==> src/rtl/sync_edge_pkg.sv <==
package sync_edge_pkg;

    // Kind of change seen between the settled level and its history.
    typedef enum logic [1:0] {
        EDGE_NONE = 2'd0,
        EDGE_RISE = 2'd1,
        EDGE_FALL = 2'd2
    } edge_kind_t;

    // History held by the detector: the settled level one cycle ago.
    typedef struct packed {
        logic prev;
    } edge_state_t;

endpackage

==> src/rtl/sync_retime_chain.sv <==
module sync_retime_chain #(
    parameter int STAGES = 3
) (
    input  logic clk_i,
    input  logic rst_i,
    input  logic async_i,
    output logic sync_o
);
    localparam int LAST = STAGES - 1;

    logic [STAGES-1:0] stage_d;
    logic [STAGES-1:0] stage_q;

    // Stage 0 is read only by stage 1; nothing else taps it.
    always_comb begin
        stage_d = {stage_q[STAGES-2:0], async_i};
        if (rst_i) begin
            stage_d = '0;
        end
    end

    always_ff @(posedge clk_i) begin
        stage_q <= stage_d;
    end

    assign sync_o = stage_q[LAST];

    AST_CHAIN_CLEARED: assert property (@(posedge clk_i)
        rst_i |=> (stage_q == '0));

endmodule

==> src/rtl/sync_edge_detect.sv <==
module sync_edge_detect
    import sync_edge_pkg::*;
(
    input  logic clk_i,
    input  logic rst_i,
    input  logic level_i,
    output logic rise_o,
    output logic fall_o
);
    edge_state_t state_d;
    edge_state_t state_q;
    edge_kind_t  kind;

    always_comb begin
        state_d.prev = level_i;
        if (rst_i) begin
            state_d.prev = 1'b0;
        end
        if (level_i && !state_q.prev) begin
            kind = EDGE_RISE;
        end else if (!level_i && state_q.prev) begin
            kind = EDGE_FALL;
        end else begin
            kind = EDGE_NONE;
        end
    end

    always_ff @(posedge clk_i) begin
        state_q <= state_d;
    end

    assign rise_o = (kind == EDGE_RISE);
    assign fall_o = (kind == EDGE_FALL);

    AST_STROBE_EXCLUSIVE: assert property (@(posedge clk_i) disable iff (rst_i)
        $onehot0({rise_o, fall_o}));

    AST_RISE_ONE_WIDE: assert property (@(posedge clk_i) disable iff (rst_i)
        rise_o |=> !rise_o);

    AST_FALL_ONE_WIDE: assert property (@(posedge clk_i) disable iff (rst_i)
        fall_o |=> !fall_o);

endmodule

==> src/rtl/sync_edge_strobe.sv <==
module sync_edge_strobe #(
    parameter int SYNC_STAGES = 3
) (
    input  logic clk_i,
    input  logic rst_i,
    input  logic async_i,
    output logic level_o,
    output logic rise_o,
    output logic fall_o
);
    logic settled;

    sync_retime_chain #(
        .STAGES (SYNC_STAGES)
    ) chain_i (
        .clk_i   (clk_i),
        .rst_i   (rst_i),
        .async_i (async_i),
        .sync_o  (settled)
    );

    sync_edge_detect detect_i (
        .clk_i   (clk_i),
        .rst_i   (rst_i),
        .level_i (settled),
        .rise_o  (rise_o),
        .fall_o  (fall_o)
    );

    assign level_o = settled;

    AST_RESET_QUIET: assert property (@(posedge clk_i)
        rst_i |=> (!level_o && !rise_o && !fall_o));

    AST_RISE_WITH_HIGH: assert property (@(posedge clk_i) disable iff (rst_i)
        rise_o |-> level_o);

    AST_FALL_WITH_LOW: assert property (@(posedge clk_i) disable iff (rst_i)
        fall_o |-> !level_o);

    AST_LEVEL_NEEDS_STROBE: assert property (@(posedge clk_i) disable iff (rst_i)
        (!$past(rst_i) && !rise_o && !fall_o) |-> $stable(level_o));

endmodule

==> config.mk <==
export PLATFORM = sky130hd
export DESIGN_NAME = sync_edge_strobe
export DESIGN_NICKNAME = d
export VERILOG_FILES = /design/src/rtl/sync_edge_pkg.sv /design/src/rtl/sync_retime_chain.sv /design/src/rtl/sync_edge_detect.sv /design/src/rtl/sync_edge_strobe.sv
export SDC_FILE = /design/constraint.sdc
export NUM_CORES = 1
export LEC_CHECK = 0
export ABC_AREA = 1
export BUFFER_PORTS_ARGS = -buffer_cell sky130_fd_sc_hd__buf_4
export CORE_AREA = 2 2 39 41
export CTS_CLUSTER_SIZE = 16
export DETAILED_ROUTE_END_ITERATION = 10
export DIE_AREA = 0 0 41 43
export PLACE_DENSITY = 0.3
export SETUP_SLACK_MARGIN = 0.2
export SYNTH_ARGS = -nofsm -noshare
export SYNTH_HDL_FRONTEND = slang
export SYNTH_SLANG_ARGS = --single-unit
==> constraint.sdc <==
create_clock -name clk_i -period 0.8 [get_ports clk_i]
set_input_delay 0.08 -clock clk_i [delete_from_list [all_inputs] [get_ports clk_i]]
set_output_delay 0.08 -clock clk_i [all_outputs]
set_load 0.02 [all_outputs]
==> results of run 1 <==
[flip-flops by register name, indices dropped and copies added (netlist names)]
| name | flops |
|---|---|
| chain_i.stage_q | 3 |
| detect_i.state_q | 1 |
[power by group]
part	total, µW	internal (µW)	switching, µW	leakage, µW
sequential	209	205	4.07	0.0000340
combinational	32.1	17.5	14.5	0.0000597
clock	283	188	94.7	0.0000150
total	524	410	113	0.000109
[cell families (layout without fill, tap and decap cells)]
logic type	after synthesis	count (layout)	share of synthesized area, %
flops	4	4	66.0
simple gates	6	6	18.6
buf+inv	5	15	15.5
[path summary, 6_finish.rpt]
kind                                                    start  slack (ns)  cells past startpoint                             to
worst max-delay path            chain_i.stage_q[2]$_SDFF_PP0_       -0.11                      3                         rise_o
worst min register to register  chain_i.stage_q[1]$_SDFF_PP0_        0.38                      2  chain_i.stage_q[2]$_SDFF_PP0_
worst max register to register  chain_i.stage_q[2]$_SDFF_PP0_        0.13                      3    detect_i.state_q$_SDFF_PP0_
worst min-delay path                                    rst_i        0.01                      2  chain_i.stage_q[2]$_SDFF_PP0_
[cell usage in the layout (no fill, tap or decap)]
master	Yosys	final
buf_4	0	4
nor2_1	6	4
dfxtp_1	4	2
inv_4	0	1
clkbuf_1	0	1
nor2_4	0	2
buf_6	0	2
clkbuf_4	0	3
dfxtp_4	0	1
dfxtp_2	0	1
inv_1	5	4
[area by class of cell]
| type | count | area (µm²) |
|---|---|---|
| Clock buffer | 4 | 26.3 |
| Fill cell | 155 | 1140 |
| Inverter | 5 | 21.3 |
| Multi-Input combinational cell | 6 | 37.5 |
| Sequential cell | 4 | 85.1 |
| Tap cell | 16 | 20.0 |
| Timing Repair Buffer | 6 | 52.6 |
[repair_timing]
item	in CTS	in global routing
gates cloned	0	0
setup endpoints to repair	3	4
hold buffers	0	0
resized for setup	3	0
setup buffers	1	0
pin swaps	2	1
[through the flow]
| step | instance area [µm²] | util, % | hold slack [ns] | instances | power (µW) |
|---|---|---|---|---|---|
| 3_5_place_dp | 200 | 14.5 | 0.262 | 36 | 242 |
| 6_report | 243 | 17.5 | 0.0123 | 41 | 524 |
| 2_1_floorplan | 143 | - | 0.142 | 15 | 226 |
| 3_3_place_gp | 200 | 14.5 | 0.257 | 36 | 241 |
| 5_1_grt | 243 | 17.5 | 0.0130 | 41 | 568 |
| 4_1_cts | 243 | 17.5 | 0.00506 | 41 | 534 |
[metal layers]
| metal | track usage (%) | part of all wire (%) | routed length (µm) |
|---|---|---|---|
| met5 | 0 | 0 | 0 |
| met4 | 0 | 0 | 0 |
| met3 | 9.42 | 25 | 53 |
| met2 | 3.44 | 34 | 73 |
| met1 | 3.85 | 41 | 88 |
[worst reg2reg max path: stages (launching register included)]
cell,delay [ns]
dfxtp_4,0.37
inv_4,0.04
buf_4,0.12
nor2_1,0.07
==> run metrics, run 1 <==
register area share after synthesis 66.0%; CP Capture Type primary output; Slowest cell on crit path dfxtp_4; crit path DAT 0.83 ns; 1st-pass router iterations 2; most common flop cell mapped by yosys dfxtp_1; vias in the first global route 88; die area 1760 µm²; Synth Register Bits 4; cell area power density 2160 nW/µm²; yosys warns 0; Area contributors post-synth dfxtp_1 (66%), nor2_1 (19%), inv_1 (15%); chip width 41 µm; failing checks negative setup slack; WP data required 0.72 ns; leak pwr 0.000109 µW; RePlAce Congestion 0.506; Synth Net Count 18; Std-Cell Rows 14; global-route usage over all layers 4.11%; share of layout cells above drive strength 1 56.0%; run status complete, but fails checks; worst-margin pin slew 0.0863 ns; Initial Util 8.77%; Setup TNS -0.261 ns; Synth Area per Inst 8.09 µm²; period utilisation layout 114%; Worst Hold Class input port to flop; clock latency on the worst-skew pair 0.24 ns; Crit path buffers/inverters 2; Final Skew 0.00754 ns; Final HPWL DP 139 µm; largest fanout on the critical path 3; initial antenna violation count 0; library cells used by synthesis 3; most frequent cells after synthesis nor2_1 (6), inv_1 (5), dfxtp_1 (4); CTS tree done; RSZ-0062 raised after global routing true; minimum clock period 0.915 ns; Vias 116; Initial DRC Count 1; Routed Wire Length 215 µm; post-synthesis cell count 15; post-route ant nets 0; top cell type's share of synthesized area 66.0%; Max VDD drop 0.000919 V; first-pass GRT wire length 372 µm; Final #Nets 29; largest net degree at the start of global routing 5; number of port buffers 5; count of pins over their slew limit 0; DRC 0; final worst setup slack -0.115 ns; slowest stage delay, CP 0.37 ns; clk buf depth 2; area delta synth->final 100%; CP Cell Sequence inv_4, nor2_4, buf_6; async set or reset register ratio after synthesis 0%; Yosys top cell by area dfxtp_1; Final Setup Violations 3; EDFF count, synth 0; clock sink count 4; Setup WS pre-CTS 0.0853 ns; # IOs 6; delay-heaviest family, CP flip-flops; core area 1380 µm²; CTS buffer count 3; Worst-path clk slew 0.04 ns; Worst Setup Path Type flop to primary output; Die Span Y 43 µm; vias per cell 2.83; Max Fclk 1090 MHz; slew margin rel. 94.2%; final hold violation count 0; ant diodes 0; Netlist Area Pre-Place 121 µm²; GRT Residual Overflow 0; routed length per instance 5.24 µm; Root Buffer clkbuf_4; CTS H-tree depth 1; max-cap violations 0; most frequent cell after synthesis nor2_1; startpoint class of the critical path flop
(Power assumes the default switching activity.)
==> run 2: changes to the inputs <==
CELL_PAD_IN_SITES_DETAIL_PLACEMENT = 2   (was not set)
CELL_PAD_IN_SITES_GLOBAL_PLACEMENT = 2   (was not set)
PLACE_DENSITY = 0.35   (was 0.3)
==> run 2 against run 1 <==
The run still ends with negative setup slack left. Cell count down 2.4%. Via count up 0.86%. First-iteration DRC count down 100%. Die area unchanged. Count of clock-buffer cells in the layout unchanged. Clock power down 5%. Critical path depth unchanged. Sequential share of layout area up 1.1 points. Sequential power about the same. Clock skew up 0.00058 ns. Global-route usage up 0.70 points. Combinational power down 3%. Critical path type unchanged.
==> run metrics, run 2 (synthesized netlist as in run 1, its figures left out) <==
Routed Wire Length 249 µm; WP data required 0.72 ns; number of port buffers 5; largest net degree at the start of global routing 5; Slowest cell on crit path dfxtp_4; vias per cell 2.93; max-cap violations 0; failing checks negative setup slack; worst-margin pin slew 0.0869 ns; clock latency on the worst-skew pair 0.23 ns; clock sink count 4; Final Setup Violations 3; run status complete, but fails checks; Setup Buffers After CTS 0; leading cell types in the layout, fill and taps excluded nor2_1 (4), inv_1 (4), clkbuf_4 (3), buf_4 (3); slew margin rel. 94.2%; count of pins over their slew limit 0; GRT Residual Overflow 0; routed length per instance 6.23 µm; Setup crit start chain_i.stage_q[2]$_SDFF_PP0_; RSZ-0062 raised after global routing true; leak pwr 0.000104 µW; FILL cells 171; Worst-path clk slew 0.04 ns; Final HPWL DP 223 µm; max reg flops 3; period utilisation layout 114%; largest fanout on the critical path 3; cell area power density 2160 nW/µm²; Root Buffer clkbuf_4; ant diodes 0; Max VDD drop 0.000648 V; CTS tree done; post-route ant nets 0; crit path DAT 0.83 ns; Top Registers chain_i.stage_q (3), detect_i.state_q (1); CP Capture Type primary output; Vias 117; # IOs 6; Top Layer Used met3; share of layout cells above drive strength 1 54.2%; 1st-pass router iterations 1; CTS H-tree depth 1; overall power 508 µW; delay-heaviest family, CP flip-flops; initial antenna violation count 0; Final Skew 0.00813 ns; CP Cell Sequence inv_4, nor2_4, buf_6; global-route usage over all layers 4.81%; hold slack final 0.0233 ns; Std-Cell Rows 14; chip width 41 µm; Hold Buf Count CTS 0; Final #Nets 28; CTS buffer count 3; Max Fclk 1100 MHz; RePlAce Congestion 0.509; DRC 0; first-pass GRT wire length 503 µm; Hold Startpoint rst_i; met2 WL post-DR 124 µm; Die Span Y 43 µm; RR Startpoint chain_i.stage_q[2]$_SDFF_PP0_; final worst setup slack -0.111 ns; Worst Setup Path Type flop to primary output; Largest Register chain_i.stage_q; minimum clock period 0.911 ns; Setup TNS -0.245 ns; core area 1380 µm²; slowest stage delay, CP 0.37 ns; WL met1 100 µm; Crit path buffers/inverters 2; Final Non-Filler Cells 40; Worst Hold Class input port to flop; vias in the first global route 143; Setup WS pre-CTS 0.0766 ns; startpoint class of the critical path flop; met3 WL 24 µm; area delta synth->final 93.8%; clk buf depth 2; die area 1760 µm²; Initial Util 8.77%; Cells after DPL 36; Initial DRC Count 0; final hold violation count 0
## run 2: path summary, 6_finish.rpt
path         slack [ns]  cells after the start                            end
max               -0.11                      3                         rise_o
min                0.02                      2  chain_i.stage_q[2]$_SDFF_PP0_
max reg2reg        0.25                      2    detect_i.state_q$_SDFF_PP0_
min reg2reg        0.38                      2  chain_i.stage_q[2]$_SDFF_PP0_
## run 2: final cells by class
| class | instances | area [µm²] | area share [%] |
|---|---|---|---|
| clock buffers | 4 | 26.3 | 11.2 |
| inverters | 5 | 21.3 | 9.04 |
| multi-input cells | 6 | 37.5 | 16.0 |
| flip-flops and latches | 4 | 85.1 | 36.2 |
| well taps | 16 | 20.0 | 8.51 |
| repair buffers | 5 | 45.0 | 19.1 |
## run 2: per-stage QoR
step                      utilization (%)  area [µm²]
after floorplan                         -         143
after global placement               14.5         200
after detailed placement             14.5         200
after CTS                            17.0         235
after global routing                 17.0         235
final                                17.0         235
## run 2: routing by layer
layer  global-route usage (%)  vias to the layer above
met2                     6.25                        6
li1                         -                       58
met4                     6.00                        0
met1                     4.17                       53
met3                     3.14                        0
met5                        0                        -
## run 2: power breakdown
group,total [µW],internal [µW],switching (µW)
logic,31.2,16.1,15.1
registers,209,205,4.17
clock network,268,187,80.6
## run 2: worst reg2reg max path, stage by stage, from the launching register on
cell and delay (ns):
dfxtp_4 0.36, inv_4 0.06, nor2_1 0.03
## run 2: what timing repair did
action | 4_1_cts | 5_1_grt
setup endpoints to repair | 3 | 3
pin swaps | 1 | 0
gates resized for setup | 3 | 0
==> run 3: changes to the inputs <==
SYNTH_HIERARCHICAL = 1   (was not set)
==> run 3 against run 2 <==
The flow still finishes with violations (negative setup slack). Combinational power is 8.3% higher. Wire length rose by 6.8%. Critical path depth stayed put. Fmax is 0.59% lower. Largest cell class unchanged. Critical path type unchanged. Synthesized cell count unchanged. Worst setup slack got worse by 0.0054 ns. Via count increased by 6.8%. Utilization is 0.90 points higher. Clock power increased by 2%. Register-to-register slack got worse by 0.11 ns. Sequential share of layout area fell by 0.82 points.
==> run metrics, run 3 <==
Netlist Area Pre-Place 121 µm²; routed length per instance 6.49 µm; ant diodes 0; Slowest cell on crit path dfxtp_4; Die Span Y 43 µm; Largest Register chain_i/stage_q; final worst setup slack -0.116 ns; Max VDD drop 0.000679 V; slew margin rel. 94.5%; core area 1380 µm²; number of port buffers 5; Final #Nets 29; clock sink count 4; Area after DPL 200 µm²; RR Startpoint chain_i/stage_q[2]$_SDFF_PP0_; share of power burned in registers 40.2%; minimum clock period 0.916 ns; Yosys top cell by area dfxtp_1; startpoint class of the critical path flop; Final HPWL DP 216 µm; initial antenna violation count 0; Net Sw Frac 20.7%; Final Skew 0.00809 ns; slowest stage delay, CP 0.37 ns; period utilisation layout 115%; yosys warns 6; Setup TNS -0.252 ns; FILL cells 163; global-route usage over all layers 4.42%; crit path DAT 0.84 ns; Multi-input gate area 40.0 µm²; FF+latch area 87.6 µm²; chip width 41 µm; Top Registers chain_i/stage_q (3), detect_i/state_q (1); Initial Util 8.77%; Hold Path End detect_i/state_q$_SDFF_PP0_; Synth Area per Inst 8.09 µm²; die area 1760 µm²; EDFF count, synth 0; Std-Cell Rows 14; Net Sw Power 107 µW; Synth Net Count 18; RePlAce Congestion 0.516; CTS H-tree depth 1; most frequent cells after synthesis nor2_1 (6), inv_1 (5), dfxtp_1 (4); leak pwr 0.000109 µW; leading cell types in the layout, fill and taps excluded buf_4 (4), inv_1 (3), nor2_1 (3), clkbuf_4 (3); CP Cell Sequence inv_4, nor2_4, buf_6; hold depth 2; Max Fclk 1090 MHz; RSZ-0062 raised after global routing true; async set or reset register ratio after synthesis 0%; clock share of power 53.2%; count of pins over their slew limit 0; GRT Residual Overflow 0; 1st-pass router iterations 1; Root Buffer clkbuf_4; Synth Register Bits 4; reg-to-reg endpoint detect_i/state_q$_SDFF_PP0_; area delta synth->final 104%; Worst Hold Class input port to flop; reg2reg path depth 3; vias in the first global route 138; CTS buffer count 3; final hold violation count 0; most frequent cell after synthesis nor2_1; failing checks negative setup slack; max-cap violations 0; Area contributors post-synth dfxtp_1 (66%), nor2_1 (19%), inv_1 (15%); post-route ant nets 0; Initial DRC Count 0; run status complete, but fails checks; vias per cell 3.05; most common flop cell mapped by yosys dfxtp_1; WP data required 0.72 ns; largest fanout on the critical path 3; first-pass GRT wire length 483 µm; Worst-path clk slew 0.04 ns; Worst Setup Path Type flop to primary output; # IOs 6; clk buf depth 2; cell area power density 2070 nW/µm²; share of layout cells above drive strength 1 64.0%; fin area 248 µm²; max reg flops 3; Gate power share 6.6%; most common cell after layout, fill and taps aside buf_4; top cell type's share of synthesized area 66.0%; DRC 0; CP Capture Type primary output; worst reg2reg setup slack 0.14 ns; post-synthesis cell count 15; Hold Startpoint rst_i; library cells used by synthesis 3; register area share after synthesis 66.0%; clock latency on the worst-skew pair 0.24 ns; CTS tree done; Vias 125; Final Setup Violations 3; Routed Wire Length 266 µm; largest net degree at the start of global routing 5; worst-margin pin slew 0.0830 ns; cell-internal power 407 µW
## run 3: layout make-up
class                      count  area share [%]
sequential                     4            35.4
tap                           16            8.08
multi-input combinational      6            16.2
timing repair buffer           6            21.2
clock buffer                   4            10.6
inverter                       5            8.59
## run 3: per-stage QoR
stage	hold WS [ns]	total power [µW]	utilization [%]	worst slack [ns]	cells
after floorplan	0.142	226	-	0.132	15
after global placement	0.268	242	14.5	0.0907	36
after detailed placement	0.267	243	14.5	0.0670	36
after CTS	0.00718	536	17.5	-0.131	41
after global routing	0.00498	561	17.9	-0.158	41
final	0.0158	514	17.9	-0.116	41
## run 3: cells by family (layout without fill, tap and decap cells)
family | after synthesis | in the layout | synth area share [%]
buffers and inverters | 5 | 15 | 15.5
DFF | 4 | 4 | 66.0
and+or+nand+nor | 6 | 6 | 18.6
## run 3: repair_timing
item	CTS	global route
pin swaps	2	1
setup endpoints to repair	3	4
setup buffers	1	0
resized for setup	4	2
hold buffers	0	0
## run 3: worst max path at each step
stage	start	end	slack [ns]	cells past startpoint
2_1_floorplan	chain_i/stage_q[2]$_SDFF_PP0_	rise_o	0.13	2
3_3_place_gp	detect_i/state_q$_SDFF_PP0_	fall_o	0.09	3
3_5_place_dp	detect_i/state_q$_SDFF_PP0_	fall_o	0.07	3
4_1_cts	chain_i/stage_q[2]$_SDFF_PP0_	rise_o	-0.13	3
5_1_grt	chain_i/stage_q[2]$_SDFF_PP0_	rise_o	-0.16	3
6_report	chain_i/stage_q[2]$_SDFF_PP0_	rise_o	-0.12	3
## run 3: routing by layer
| layer | vias up | part of all wire [%] | GRT usage [%] |
|---|---|---|---|
| met5 | - | 0 | 0 |
| met4 | 0 | 0 | 0 |
| met3 | 0 | 14 | 6.28 |
| met2 | 6 | 46 | 5.31 |
| met1 | 59 | 39 | 4.82 |
| li1 | 60 | - | - |
## run 3: worst max-delay path, delay by kind of cell, from the launching register on
kind                   cells  cell delay (ns)
and+or+nand+nor            1             0.07
DFF                        1             0.37
buffers and inverters      2             0.15
## run 3: power by group through the flow
stage,registers (µW),logic (µW),clock network (µW)
global route,207,37.5,316
global placement,213,30.0,0
CTS,210,33.9,292
finish,207,33.8,274
floorplan,214,12.3,0
detailed placement,213,30.7,0
